===== src/rtl/xlate_pkg.sv =====
package xlate_pkg;
  typedef enum logic [1:0] {
    S_IDLE  = 2'd0,
    S_FETCH = 2'd1,
    S_WAIT  = 2'd2,
    S_RESP  = 2'd3
  } xlate_state_e;

  localparam logic [1:0] ACC_WRITE = 2'd1;
  localparam logic [1:0] ACC_EXEC  = 2'd2;

  localparam logic [2:0] C_NONE    = 3'd0;
  localparam logic [2:0] C_INVALID = 3'd1;
  localparam logic [2:0] C_DENIED  = 3'd2;
  localparam logic [2:0] C_NO_RD   = 3'd3;
  localparam logic [2:0] C_NO_WR   = 3'd4;
  localparam logic [2:0] C_NO_EX   = 3'd5;
  localparam logic [2:0] C_KSEG    = 3'd6;

  localparam int B_VALID = 0;
  localparam int B_FO_RD = 1;
  localparam int B_FO_WR = 2;
  localparam int B_FO_EX = 3;
  localparam int B_K_RD  = 8;
  localparam int B_U_RD  = 9;
  localparam int B_K_WR  = 10;
  localparam int B_U_WR  = 11;
endpackage


===== src/rtl/xlate_split.sv =====
module xlate_split #(
  parameter int VA_W      = 64,
  parameter int PAGE_BITS = 13,
  parameter int PTE_LG2   = 3,
  parameter int KSEG_BITS = 22
) (
  input  logic [VA_W-1:0] vaddr,
  input  logic [VA_W-1:0] base,
  output logic [VA_W-1:0] entry_addr,
  output logic            kseg_hit,
  output logic [VA_W-1:0] kseg_pa
);
  localparam int LOW_W = VA_W - KSEG_BITS;

  logic [VA_W-1:0] vpn;

  always_comb begin
    vpn        = vaddr >> PAGE_BITS;
    entry_addr = base + (vpn << PTE_LG2);
    kseg_hit   = &vaddr[VA_W-1:LOW_W];
    // inside the segment, removing the base is the same as clearing the top bits
    kseg_pa    = {{KSEG_BITS{1'b0}}, vaddr[LOW_W-1:0]};
  end
endmodule


===== src/rtl/xlate_perm.sv =====
module xlate_perm
  import xlate_pkg::*;
#(
  parameter int VA_W      = 64,
  parameter int PAGE_BITS = 13,
  parameter int PFN_LSB   = 32
) (
  input  logic [VA_W-1:0]      pte,
  input  logic [1:0]           acc,
  input  logic                 user,
  input  logic [PAGE_BITS-1:0] offset,
  output logic                 fault,
  output logic [2:0]           cause,
  output logic [VA_W-1:0]      paddr
);
  localparam int PFN_W = VA_W - PFN_LSB;

  logic            is_wr, is_ex, is_rd, enabled;
  logic [VA_W-1:0] pfn_ext;
  logic            unused_pte;

  assign unused_pte = ^{pte[PFN_LSB-1:B_U_WR+1], pte[B_K_RD-1:B_FO_EX+1]};

  always_comb begin
    is_wr   = (acc == ACC_WRITE);
    is_ex   = (acc == ACC_EXEC);
    is_rd   = !is_wr && !is_ex;
    enabled = is_wr ? (user ? pte[B_U_WR] : pte[B_K_WR])
                    : (user ? pte[B_U_RD] : pte[B_K_RD]);
    pfn_ext = {{PFN_LSB{1'b0}}, pte[VA_W-1:VA_W-PFN_W]};

    cause = C_NONE;
    if (!pte[B_VALID])                 cause = C_INVALID;
    else if (!enabled)                 cause = C_DENIED;
    else if (is_ex && pte[B_FO_EX])    cause = C_NO_EX;
    else if (is_wr && pte[B_FO_WR])    cause = C_NO_WR;
    else if (is_rd && pte[B_FO_RD])    cause = C_NO_RD;

    fault = (cause != C_NONE);
    paddr = fault ? '0 : ((pfn_ext << PAGE_BITS) | {{(VA_W-PAGE_BITS){1'b0}}, offset});
  end
endmodule


===== src/rtl/paged_xlate_unit.sv =====
module paged_xlate_unit
  import xlate_pkg::*;
#(
  parameter int VA_W      = 64,
  parameter int PAGE_BITS = 13,
  parameter int PTE_LG2   = 3,
  parameter int KSEG_BITS = 22,
  parameter int PFN_LSB   = 32
) (
  input  logic            clk,
  input  logic            rst_n,
  input  logic            base_we,
  input  logic [VA_W-1:0] base_wdata,
  input  logic            req_valid,
  output logic            req_ready,
  input  logic [VA_W-1:0] req_vaddr,
  input  logic [1:0]      req_acc,
  input  logic            req_user,
  output logic            mem_req_valid,
  input  logic            mem_req_ready,
  output logic [VA_W-1:0] mem_req_addr,
  input  logic            mem_rsp_valid,
  input  logic [VA_W-1:0] mem_rsp_data,
  output logic            rsp_valid,
  output logic [VA_W-1:0] rsp_paddr,
  output logic            rsp_fault,
  output logic [2:0]      rsp_cause,
  output logic [VA_W-1:0] rsp_vaddr
);
  localparam int KSEG_LSB = VA_W - KSEG_BITS;

  // reset: asserted asynchronously, released on a clock edge
  logic [1:0] rst_sync_q;
  logic       rst_q_n;

  always_ff @(posedge clk or negedge rst_n) begin
    if (!rst_n) rst_sync_q <= 2'b00;
    else        rst_sync_q <= {rst_sync_q[0], 1'b1};
  end
  assign rst_q_n = rst_sync_q[1];

  xlate_state_e    state_q, state_d;
  logic [VA_W-1:0] base_q, va_q, ea_q, pa_q;
  logic [1:0]      acc_q;
  logic            user_q, fault_q;
  logic [2:0]      cause_q;

  logic            ld_req, ld_res;
  logic            res_fault_d;
  logic [2:0]      res_cause_d;
  logic [VA_W-1:0] res_pa_d;

  logic [VA_W-1:0] ea_d, kseg_pa;
  logic            kseg_hit;
  logic            chk_fault;
  logic [2:0]      chk_cause;
  logic [VA_W-1:0] chk_pa;

  xlate_split #(
    .VA_W(VA_W), .PAGE_BITS(PAGE_BITS), .PTE_LG2(PTE_LG2), .KSEG_BITS(KSEG_BITS)
  ) u_split (
    .vaddr(req_vaddr), .base(base_q), .entry_addr(ea_d),
    .kseg_hit(kseg_hit), .kseg_pa(kseg_pa)
  );

  xlate_perm #(
    .VA_W(VA_W), .PAGE_BITS(PAGE_BITS), .PFN_LSB(PFN_LSB)
  ) u_perm (
    .pte(mem_rsp_data), .acc(acc_q), .user(user_q),
    .offset(va_q[PAGE_BITS-1:0]),
    .fault(chk_fault), .cause(chk_cause), .paddr(chk_pa)
  );

  always_comb begin
    state_d     = state_q;
    ld_req      = 1'b0;
    ld_res      = 1'b0;
    res_fault_d = 1'b0;
    res_cause_d = C_NONE;
    res_pa_d    = '0;
    unique case (state_q)
      S_IDLE: if (req_valid) begin
        ld_req = 1'b1;
        if (kseg_hit) begin
          ld_res      = 1'b1;
          res_fault_d = req_user;
          res_cause_d = req_user ? C_KSEG : C_NONE;
          res_pa_d    = req_user ? '0 : kseg_pa;
          state_d     = S_RESP;
        end else begin
          state_d = S_FETCH;
        end
      end
      S_FETCH: if (mem_req_ready) state_d = S_WAIT;
      S_WAIT: if (mem_rsp_valid) begin
        ld_res      = 1'b1;
        res_fault_d = chk_fault;
        res_cause_d = chk_cause;
        res_pa_d    = chk_pa;
        state_d     = S_RESP;
      end
      S_RESP:  state_d = S_IDLE;
      default: state_d = S_IDLE;
    endcase
  end

  always_ff @(posedge clk or negedge rst_q_n) begin
    if (!rst_q_n) begin
      state_q <= S_IDLE;
      base_q  <= '0;
    end else begin
      state_q <= state_d;
      if (base_we) base_q <= base_wdata;
    end
  end

  always_ff @(posedge clk) begin
    if (ld_req) begin
      va_q   <= req_vaddr;
      acc_q  <= req_acc;
      user_q <= req_user;
      ea_q   <= ea_d;
    end
    if (ld_res) begin
      fault_q <= res_fault_d;
      cause_q <= res_cause_d;
      pa_q    <= res_pa_d;
    end
  end

  assign req_ready     = (state_q == S_IDLE);
  assign mem_req_valid = (state_q == S_FETCH);
  assign mem_req_addr  = ea_q;
  assign rsp_valid     = (state_q == S_RESP);
  assign rsp_paddr     = pa_q;
  assign rsp_fault     = fault_q;
  assign rsp_cause     = cause_q;
  assign rsp_vaddr     = va_q;

  p_memreq_hold_r8: assert property (@(posedge clk) disable iff (!rst_q_n)
    mem_req_valid && !mem_req_ready |=> mem_req_valid && $stable(mem_req_addr));
  p_busy_refuse_r8: assert property (@(posedge clk) disable iff (!rst_q_n)
    (mem_req_valid || rsp_valid) |-> !req_ready);
  p_rsp_pulse_r9: assert property (@(posedge clk) disable iff (!rst_q_n)
    rsp_valid |=> !rsp_valid);
  p_fault_flag_r9: assert property (@(posedge clk) disable iff (!rst_q_n)
    rsp_valid |-> (rsp_fault == (rsp_cause != C_NONE)));
  p_fault_zero_pa_r3: assert property (@(posedge clk) disable iff (!rst_q_n)
    rsp_valid && rsp_fault |-> rsp_paddr == '0);
  p_offset_kept_r1: assert property (@(posedge clk) disable iff (!rst_q_n)
    rsp_valid && !rsp_fault |-> rsp_paddr[PAGE_BITS-1:0] == rsp_vaddr[PAGE_BITS-1:0]);
  p_kseg_direct_r7: assert property (@(posedge clk) disable iff (!rst_q_n)
    req_valid && req_ready && (&req_vaddr[VA_W-1:KSEG_LSB]) |=> rsp_valid && !mem_req_valid);
endmodule


===== config.mk =====
export PLATFORM = sky130hd
export DESIGN_NAME = paged_xlate_unit
export DESIGN_NICKNAME = d
export VERILOG_FILES = /design/src/rtl/xlate_pkg.sv /design/src/rtl/xlate_split.sv /design/src/rtl/xlate_perm.sv /design/src/rtl/paged_xlate_unit.sv
export SDC_FILE = /design/constraint.sdc
export NUM_CORES = 1
export LEC_CHECK = 0
export ABC_AREA = 1
export BUFFER_PORTS_ARGS = -buffer_cell sky130_fd_sc_hd__buf_2
export CORE_ASPECT_RATIO = 2
export CORE_UTILIZATION = 55
export DETAILED_ROUTE_END_ITERATION = 8
export MAX_ROUTING_LAYER = met4
export PLACE_DENSITY = 0.84
export SYNTH_ARGS = -nofsm -noshare
export SYNTH_HDL_FRONTEND = slang
export SYNTH_SLANG_ARGS = --single-unit

===== constraint.sdc =====
create_clock -name clk -period 4.1 [get_ports clk]
set_input_delay 0.615 -clock clk [delete_from_list [all_inputs] [get_ports clk]]
set_output_delay 0.615 -clock clk [all_outputs]
set_load 0.1 [all_outputs]

==> results of run 1 <==
[worst max-delay path, cell delays in order, from the launching register on]
cell	delay (ps)
dfrtp_1	410
inv_1	110
ha_1	320
nand3_1	110
nor4_1	470
nand3_1	280
nor2_4	840
nand2_1	330
nand2_1	130
[timing repair]
item	CTS	global route
hold endpoints to repair	2	0
buffers inserted	0	0
hold buffers	1	0
[path summary, 6_finish.rpt]
kind / cells after the start / to / from / slack [ps]
worst max register to register: 8 / rsp_paddr[29] / state_q[0] / 940
worst max-delay path: 8 / rsp_paddr[29] / state_q[0] / 940
max in group asynchronous: 1 / base_q[17] / rst_sync_q[1] / 2770
worst min-delay path: 1 / acc_q[0] / req_acc[0] / 260
min in group asynchronous: 0 / base_q[44] / rst_sync_q[1] / 320
worst min register to register: 0 / base_q[44] / rst_sync_q[1] / 320
[registers in the layout (all words and copies together), names as in the netlist]
| name | cells |
|---|---|
| acc_q | 2 |
| base_q | 64 |
| mem_req_addr | 64 |
| rsp_cause | 3 |
| rsp_fault | 1 |
| rsp_paddr | 45 |
| rsp_vaddr | 64 |
| rst_sync_q | 2 |
| state_q | 2 |
| user_q | 1 |
[cell type report]
class | instances | area [µm²]
diodes | 2 | 5.00
clock buffers | 29 | 598
clock inverters | 12 | 145
fillers | 2082 | 8210
inverters | 290 | 1090
multi-input cells | 1141 | 5710
flip-flops and latches | 248 | 7110
well taps | 336 | 420
repair buffers | 362 | 1840
[power by group through the flow]
stage	Combinational [µW]	Sequential, µW	Clock, µW
final	4130	3370	2160
after global placement	4060	3410	0
after floorplan	1300	5410	0
after global routing	4330	3410	2260
after CTS	4120	3370	2170
after detailed placement	4110	3420	0
[cell families (layout without fill, tap and decap cells)]
| logic type | count (synthesis) | in the layout | share of synthesized area, % |
|---|---|---|---|
| other | 2 | 22 | 0.0534 |
| adder cells (fa/ha/maj) | 58 | 58 | 5.21 |
| AND/OR/NAND/NOR | 912 | 912 | 25.9 |
| XOR/XNOR | 31 | 31 | 1.93 |
| AO/OA/AOI/OAI | 66 | 66 | 2.60 |
| buffers and inverters | 325 | 693 | 9.47 |
| multiplexers | 54 | 54 | 4.32 |
| flip-flops | 248 | 248 | 50.5 |
[synth_stat cells]
| cell | number | area (µm²) |
|---|---|---|
| clkbuf_1 | 3 | 11.3 |
| nand2_1 | 675 | 2530 |
| buf_4 | 19 | 143 |
| a22oi_1 | 2 | 15.0 |
| buf_6 | 4 | 45.0 |
| xor2_1 | 31 | 272 |
| conb_1 | 2 | 7.51 |
| inv_2 | 1 | 3.75 |
| nand4_1 | 27 | 169 |
| edfxtp_1 | 180 | 5410 |
| nor3_1 | 15 | 75.1 |
| nor3_2 | 3 | 30.0 |
| o21ai_2 | 1 | 8.76 |
| nor2_4 | 1 | 11.3 |
| o21bai_1 | 9 | 67.6 |
| a21boi_0 | 1 | 7.51 |
| nand3b_1 | 1 | 7.51 |
| nor2_2 | 2 | 12.5 |
| nor2_1 | 116 | 435 |
| mux2_2 | 54 | 608 |
| a21oi_1 | 35 | 175 |
| fa_1 | 1 | 20.0 |
| nand2_2 | 7 | 43.8 |
| dfrtp_1 | 68 | 1700 |
| inv_1 | 289 | 1080 |
| ha_1 | 57 | 713 |
| buf_2 | 9 | 45.0 |
| and3_1 | 1 | 6.26 |
| and2_1 | 1 | 6.26 |
| nor4_1 | 2 | 12.5 |
| or2_2 | 1 | 6.26 |
| o21ai_0 | 17 | 85.1 |
| nand3_1 | 60 | 300 |
| o21a_1 | 1 | 7.51 |
[metrics by stage]
step                cells  cell area (µm²)
floorplan            1714            14100
detailed placement   2376            16200
CTS                  2418            16900
global route         2420            16900
finish               2420            16900
global placement     2376            16200
[metal layers]
layer,up-vias,global-route usage (%)
li1,6021,-
met1,5588,30.6
met2,545,62.2
met3,189,3.53
met4,0,28.0
met5,-,-
==> impl_metrics.py, run 1 <==
metrics = {
    "synthesis": {
        "number_of_cells_produced_by_synthesis": 1696,
        "synth.distinct_cells": 34,
        "synth.yosys.seq_area_share_pct": 50.5,
        "synth_area_per_cell_um2": 8.30,
        "synth.ff_latch_count": 248,
        "synth_warnings": 0,
        "synthesis.area_um2": 14100,
    },
    "route": {
        "routedLengthMet1_um": 13800,
        "antenna_left": 0,
        "avgRoutedWirePerCell_um": 17.7,
        "drt_first_pass_iters": 5,
        "remaining_drc_errors": 0,
        "vias": 12300,
        "drt-initial-drc-count": 690,
        "avgViaCountPerCell": 5.10,
        "highest_layer": "met4",
        "wl_met3_um": 2070,
        "detailroute.wirelength.met2_um": 23000,
        "finalWirelength_um": 42900,
    },
    "sta": {
        "finalHoldViolCount": 0,
        "max_freq_mhz": 316,
        "setup_total_negative_slack_ps": 0,
        "skew_ps": 16.2,
        "grt_setup_unrepaired": "no",
        "drv_slew": 0,
        "worst_slew_pin_slew_ps": 1040,
        "setup-violations-final": 0,
        "slew-limit-headroom_pct": 30.7,
        "period_share_pct": 77.1,
        "period_minus_slack_ps": 3160,
        "layout_setup_ws_ps": 938,
        "worst_hold_slack_ps": 261,
    },
    "finish": {
        "fraction_of_final_layout_cells_sized_beyond_drive_strength_1_pct": 22.4,
        "syn_to_final_growth_pct": 20.2,
        "leading_cell_type_in_the_layout_fill_and_taps_excluded": "nand2_1",
        "final_nets": 2325,
        "post-route-util_pct": 67.3,
        "mostFrequentLayoutCells": "674 x nand2_1, 356 x buf_2, 288 x inv_1",
    },
    "placement": {
        "numPortBuffers": 356,
        "detailedPlacementHpwl_um": 34100,
        "globalplace.congestion": 0.976,
        "pre_cts_ws_ps": 1120,
    },
    "worst_setup_path": {
        "worstPathRequired_ps": 4480,
        "timing_worst_setup_path_type": "reg -> reg",
        "worstSetupStartpointType": "register",
        "endpoint_kind": "register",
        "critical_path.max_fanout": 42,
        "cp_data_arrival_time_ps": 3540,
    },
    "global_routing": {
        "grt_pass1_vias": 12200,
        "grt_first_pass_wirelength_um": 64300,
        "antenna_found_initial": 2,
        "groute.usage.overall_pct": 34.1,
        "congestion_overflow_gr": 0,
        "grt_max_degree": 124,
    },
    "pwr": {
        "clock_power_share_pct": 22.3,
        "powerDensity_nw_per_um2": 571,
        "peak_supply_drop_v": 0.000430,
        "sw_frac_of_total_pct": 46.7,
        "power_uw": 9660,
        "cellInternalPower_uw": 5150,
        "sequentialPowerShare_pct": 34.9,
        "power.switching_uw": 4510,
        "share_comb_of_total_power_pct": 42.7,
        "p_leak_uw": 0.00895,
    },
    "floorplanning": {
        "core_area_um2": 25100,
        "io_pins": 400,
        "die_width_um": 115,
        "floorplan.die_area_um2": 26300,
        "die-height_um": 228,
        "fp-row-count": 82,
        "floorplan.initialDensity_pct": 56.0,
    },
    "status": {
        "outcome": "finished, final reports clean",
    },
    "clocking": {
        "root_buffer_master": "clkbuf_16",
        "clock_path_buffers": 3,
        "h-tree-depth": 1,
        "clk_pin_slew_worst_paths_ps": 70,
        "postCtsResizedCells": 0,
        "cts-buffers-inserted": 23,
        "clk_latency_ps": 530,
        "cts_tree": "done",
        "cts_sinks": 248,
    },
    "hold_path": {
        "worstHoldPathType": "in -> reg",
    },
    "job": {
        "cap_viol_max_count": 0,
    },
}
Power figures use the tool's default switching activity.
==> run 2: changes to the inputs <==
--- a/config.mk
+++ b/config.mk
@@ -8,10 +8,10 @@
 export ABC_AREA = 1
 export BUFFER_PORTS_ARGS = -buffer_cell sky130_fd_sc_hd__buf_2
 export CORE_ASPECT_RATIO = 2
-export CORE_UTILIZATION = 55
+export CORE_UTILIZATION = 48
 export DETAILED_ROUTE_END_ITERATION = 8
 export MAX_ROUTING_LAYER = met4
-export PLACE_DENSITY = 0.84
+export PLACE_DENSITY = 0.77
 export SYNTH_ARGS = -nofsm -noshare
 export SYNTH_HDL_FRONTEND = slang
 export SYNTH_SLANG_ARGS = --single-unit
==> constraint.sdc (replaced) <==
create_clock -name clk -period 2.8 [get_ports clk]
set_input_delay 0.42 -clock clk [delete_from_list [all_inputs] [get_ports clk]]
set_output_delay 0.42 -clock clk [all_outputs]
set_load 0.1 [all_outputs]
==> run 2 against run 1 <==
Against the previous run: maximum frequency is 23% higher; via count shrank 0.47%; power rose by 49%; clock-buffer cell count increased by 1; sequential power up 46%; clock skew increased by 5.7 ps; sequential share of layout area shrank 0.44 points; first-iteration DRC count rose by 4.2%; non-clock buffer count grew 7; final cell count is 1.3% higher.
==> impl_metrics.py, run 2 (same netlist as run 1, synthesis figures left out) <==
metrics = {
    "status": {
        "outcome": "finished, final reports clean",
    },
    "worst_setup_path": {
        "critical-path-max-stage-delay_ps": 410,
        "worst_path_most_repeated_cell": "nand2_1",
        "critical_path.max_fanout": 5,
        "master_of_the_slowest_instance_on_the_critical_path": "fa_1",
        "worstPathRequired_ps": 3080,
        "timing_worst_setup_path_type": "reg -> reg",
        "critical_path_buf_inv_count": 0,
        "critical_path.startpoint": "base_q[3]",
        "timing.critical_path.max_delay_family": "simple AND/OR/NAND/NOR gates",
        "endpoint_kind": "register",
        "worstSetupStartpointType": "register",
        "timing.rr.start": "base_q[3]",
        "crit_chain": "ha_1 -> fa_1 -> nand3_1 -> nand3_1 -> nand2_1 -> nand2_1 -> nand2_1 -> nand3_1 -> nand2_1 -> nand3_1 -> nand2_1 -> nand2_1",
        "cp_data_arrival_time_ps": 2860,
    },
    "global_routing": {
        "antenna_found_initial": 1,
        "groute.usage.overall_pct": 30.2,
        "congestion_overflow_gr": 0,
        "grt_pass1_vias": 12300,
        "grt_first_pass_wirelength_um": 65200,
        "grt_max_degree": 75,
    },
    "sta": {
        "skew_ps": 21.9,
        "grt_setup_unrepaired": "no",
        "period_minus_slack_ps": 2580,
        "setup_total_negative_slack_ps": 0,
        "max_freq_mhz": 388,
        "layout_setup_ws_ps": 221,
        "finalHoldViolCount": 0,
        "setup-violations-final": 0,
        "worst_slew_pin_slew_ps": 670,
        "drv_slew": 0,
        "period_share_pct": 92.1,
        "slew-limit-headroom_pct": 55.3,
    },
    "route": {
        "avgViaCountPerCell": 5.01,
        "drt_first_pass_iters": 5,
        "finalWirelength_um": 44000,
        "vias": 12300,
        "drt-initial-drc-count": 719,
        "remaining_drc_errors": 0,
        "avgRoutedWirePerCell_um": 18.0,
        "antenna_left": 0,
    },
    "clocking": {
        "post-cts-setup-buffer-count": 0,
        "cts_tree": "done",
        "clk_pin_slew_worst_paths_ps": 70,
        "h-tree-depth": 1,
        "post_cts_hold_buffer_count": 1,
        "cts_sinks": 248,
        "clock_path_buffers": 3,
        "postCtsResizedCells": 0,
        "root_buffer_master": "clkbuf_16",
        "cts-buffers-inserted": 23,
        "clk_latency_ps": 540,
    },
    "job": {
        "cap_viol_max_count": 0,
    },
    "placement": {
        "numPortBuffers": 356,
        "dp_cells": 2407,
        "globalplace.congestion": 0.984,
        "detailedPlacementHpwl_um": 35500,
        "pre_cts_ws_ps": 136,
    },
    "hold_path": {
        "worstHoldPathType": "in -> reg",
        "hold_path.startpoint": "req_acc[1]",
    },
    "finish": {
        "final_nets": 2332,
        "syn_to_final_growth_pct": 21.5,
        "mostFrequentLayoutCells": "673 x nand2_1, 356 x buf_2, 286 x inv_1",
        "fraction_of_final_layout_cells_sized_beyond_drive_strength_1_pct": 23.1,
        "leading_cell_type_in_the_layout_fill_and_taps_excluded": "nand2_1",
        "layoutNonFillerInstCount": 2451,
    },
    "pwr": {
        "powerDensity_nw_per_um2": 841,
        "peak_supply_drop_v": 0.000769,
        "power_uw": 14400,
        "p_leak_uw": 0.00902,
    },
    "floorplanning": {
        "floorplan.initialDensity_pct": 48.8,
        "die_width_um": 123,
        "floorplan.die_area_um2": 30100,
        "io_pins": 400,
        "fp-row-count": 88,
        "die-height_um": 244,
        "core_area_um2": 28800,
    },
}
run 2: cell count changes in the layout (fill, tap and decap cells not counted), moves of 2 or more:
cell      change
buf_12        +4
inv_6         +2
inv_1         -2
inv_2         +2
buf_4         +3
clkinv_1      -3
clkbuf_8      +2
run 2: final cells by class:
| type | count | area (µm²) |
|---|---|---|
| fillers | 2636 | 11700 |
| repair buffers | 369 | 1940 |
| diodes | 1 | 2.50 |
| clock buffers | 30 | 622 |
| flip-flops and latches | 248 | 7110 |
| clock inverters | 12 | 155 |
| well taps | 360 | 450 |
| inverters | 290 | 1090 |
| multi-input cells | 1141 | 5730 |
run 2: path summary, 6_finish.rpt:
path                                    end  cells after the start  slack (ps)
max in group asynchronous        base_q[17]                      1        1810
max reg2reg                mem_req_addr[57]                     12         220
min in group asynchronous     rst_sync_q[1]                      2         210
min reg2reg                      base_q[46]                      0         300
min                                acc_q[1]                      1          60
max                        mem_req_addr[57]                     12         220
run 2: metal layers:
layer	wire length (µm)	share of wire, %	global-route usage (%)	vias to the layer above
li1	-	-	-	6060
met3	2040	4.6	3.08	184
met4	3850	8.7	23.9	0
met1	14600	33	27.3	5564
met2	23500	53	55.6	477
met5	0	0	-	-
run 2: worst reg2reg max path, cell delays in order (launching register included):
cell     delay (ps)
dfrtp_1         390
ha_1            240
fa_1            410
nand3_1         100
nand3_1         280
nand2_1         150
nand2_1         170
nand2_1         120
nand3_1         170
nand2_1         130
nand3_1          70
nand2_1          60
nand2_1          40
run 2: metrics by stage:
stage | instance area (µm²) | hold WS [ps] | util [%]
2_1_floorplan | 14200 | 124 | -
3_3_place_gp | 16300 | 206 | 56.5
3_5_place_dp | 16300 | 210 | 56.5
4_1_cts | 17100 | 44.1 | 59.3
5_1_grt | 17100 | 49.3 | 59.3
6_report | 17100 | 64.3 | 59.3
run 2: power by group:
part / switching, µW / internal [µW]
Sequential: 207 / 4720
Combinational: 5070 / 1070
Clock: 1450 / 1870
Total: 6720 / 7660
==> run 3: changes to the inputs <==
--- a/config.mk
+++ b/config.mk
@@ -12,6 +12,7 @@
 export DETAILED_ROUTE_END_ITERATION = 8
 export MAX_ROUTING_LAYER = met4
 export PLACE_DENSITY = 0.77
+export SKIP_CTS_REPAIR_TIMING = 1
 export SYNTH_ARGS = -nofsm -noshare
 export SYNTH_HDL_FRONTEND = slang
 export SYNTH_SLANG_ARGS = --single-unit
==> constraint.sdc (replaced) <==
create_clock -name clk -period 2.2 [get_ports clk]
set_input_delay 0.33 -clock clk [delete_from_list [all_inputs] [get_ports clk]]
set_output_delay 0.33 -clock clk [all_outputs]
set_load 0.1 [all_outputs]
==> run 3 against run 2 <==
Against the previous run: the flow now finishes with violations (negative hold slack); die area unchanged; clock skew increased by 5.3 ps; design area grew 13%; global-route usage up 0.76 points; maximum frequency is 20% higher; power grew 35%; non-clock buffer count rose by 182; clock-buffer cell count fell by 7; clock power up 31%; flip-flop and latch count did not move.
==> impl_metrics.py, run 3 (same netlist as run 1, synthesis figures left out) <==
metrics = {
    "worst_setup_path": {
        "worst_r2r_path_depth": 11,
        "worst_path_most_repeated_cell": "nand2_1",
        "critical-path-max-stage-delay_ps": 420,
        "worstSetupStartpointType": "register",
        "worstPathRequired_ps": 2490,
        "critical_path.max_fanout": 4,
        "timing_worst_setup_path_type": "reg -> reg",
        "worstReg2RegEnd": "mem_req_addr[61]",
        "timing.rr.start": "base_q[24]",
        "reg2reg_setup_slack_ps": 50,
        "critical_path.startpoint": "base_q[24]",
        "endpoint_kind": "register",
        "cp_data_arrival_time_ps": 2440,
        "crit_chain": "ha_4 -> nand2_1 -> nor2_2 -> buf_4 -> inv_1 -> nor3_4 -> nand3_2 -> nand2_4 -> nand2_1 -> nand3_1 -> nand2_1",
        "master_of_the_slowest_instance_on_the_critical_path": "dfrtp_1",
    },
    "global_routing": {
        "antenna_found_initial": 1,
        "grt_pass1_vias": 13000,
        "grt_max_degree": 75,
        "groute.usage.overall_pct": 31.0,
        "grt_first_pass_wirelength_um": 67200,
        "congestion_overflow_gr": 0,
    },
    "pwr": {
        "p_leak_uw": 0.00997,
        "powerDensity_nw_per_um2": 1000,
        "peak_supply_drop_v": 0.000936,
    },
    "finish": {
        "mostFrequentLayoutCells": "648 x nand2_1, 356 x buf_2, 285 x inv_1",
        "fillers": 2320,
        "final_nets": 2516,
        "fraction_of_final_layout_cells_sized_beyond_drive_strength_1_pct": 34.6,
        "layoutNonFillerInstCount": 2634,
        "syn_to_final_growth_pct": 37.7,
        "leading_cell_type_in_the_layout_fill_and_taps_excluded": "nand2_1",
    },
    "placement": {
        "globalplace.congestion": 1.00,
        "numPortBuffers": 356,
        "dp_cells": 2574,
        "detailedPlacementHpwl_um": 36900,
    },
    "route": {
        "finalWirelength_um": 48100,
        "drt_first_pass_iters": 6,
        "remaining_drc_errors": 0,
        "avgViaCountPerCell": 5.08,
        "drt-initial-drc-count": 715,
        "antenna_left": 0,
        "vias": 13400,
        "avgRoutedWirePerCell_um": 18.3,
    },
    "sta": {
        "drv_slew": 0,
        "setup_total_negative_slack_ps": 0,
        "finalHoldViolCount": 3,
        "period_minus_slack_ps": 2150,
        "skew_ps": 27.3,
        "setup-violations-final": 0,
        "slew-limit-headroom_pct": 55.4,
        "max_freq_mhz": 465,
        "grt_setup_unrepaired": "yes",
        "worst_hold_slack_ps": -2.75,
        "period_share_pct": 97.8,
        "worst_slew_pin_slew_ps": 667,
    },
    "hold_path": {
        "hold_path.startpoint": "base_wdata[62]",
        "worstHoldPathType": "in -> reg",
        "whs_endpoint": "base_q[62]",
        "min_delay_path_depth": 3,
    },
    "floorplanning": {
        "floorplan.die_area_um2": 30100,
        "die_width_um": 123,
        "die-height_um": 244,
        "fp-row-count": 88,
        "core_area_um2": 28800,
        "io_pins": 400,
        "floorplan.initialDensity_pct": 48.8,
    },
    "job": {
        "cap_viol_max_count": 0,
    },
    "status": {
        "outcome": "complete, but fails checks",
        "violations": "negative hold slack",
    },
    "clocking": {
        "clk_pin_slew_worst_paths_ps": 80,
        "clk_latency_ps": 540,
        "root_buffer_master": "clkbuf_16",
        "cts_sinks": 248,
        "cts_tree": "done",
        "h-tree-depth": 1,
        "clock_path_buffers": 3,
        "cts-buffers-inserted": 22,
    },
}
run 3: layout make-up:
type	count	area (µm²)	area share [%]
multi-input cells	1144	6540	33.7
diodes	1	2.50	0.0129
inverters	290	1090	5.63
flip-flops and latches	248	7110	36.7
clock inverters	17	221	1.14
repair buffers	551	3400	17.5
well taps	360	450	2.32
clock buffers	23	576	2.97
run 3: metrics by stage:
step	hold slack [ps]	area (µm²)	utilization [%]	power, µW	setup slack, ps
2_1_floorplan	34.4	14200	-	12500	-927
3_3_place_gp	75.3	17600	61.0	14600	-256
3_5_place_dp	80.9	17600	61.0	14700	-275
4_1_cts	-428	18400	63.7	19000	-255
5_1_grt	2.50	19400	67.2	20100	-46.7
6_report	-2.75	19400	67.2	19500	47.9
run 3: routing by layer:
layer	vias up	track usage (%)	share of wire, %	wire length (µm)
met5	-	-	0	0
met4	0	26.1	9.8	4740
met3	215	2.45	4.6	2230
met2	587	56.8	53	25700
met1	6140	27.9	32	15400
li1	6440	-	-	-
run 3: critical path, delay by kind of cell (launching register included):
family	cells	cell delay, ps
buf+inv	2	190
simple gates	8	990
fa+ha+maj	1	310
flops	1	420
run 3: worst max-delay path by stage:
stage | to | slack [ps]
3_3_place_gp | mem_req_addr[61] | -260
3_5_place_dp | mem_req_addr[59] | -270
5_1_grt | mem_req_addr[45] | -50
6_report | mem_req_addr[61] | 50
4_1_cts | rsp_paddr[37] | -250
2_1_floorplan | acc_q[0] | -930
run 3: report_power, final:
| group | total (µW) | internal (µW) | leakage, µW | switching (µW) |
|---|---|---|---|---|
| Sequential | 6300 | 6000 | 0.00253 | 298 |
| Combinational | 8830 | 2040 | 0.00705 | 6800 |
| Clock | 4320 | 2500 | 0.000381 | 1820 |
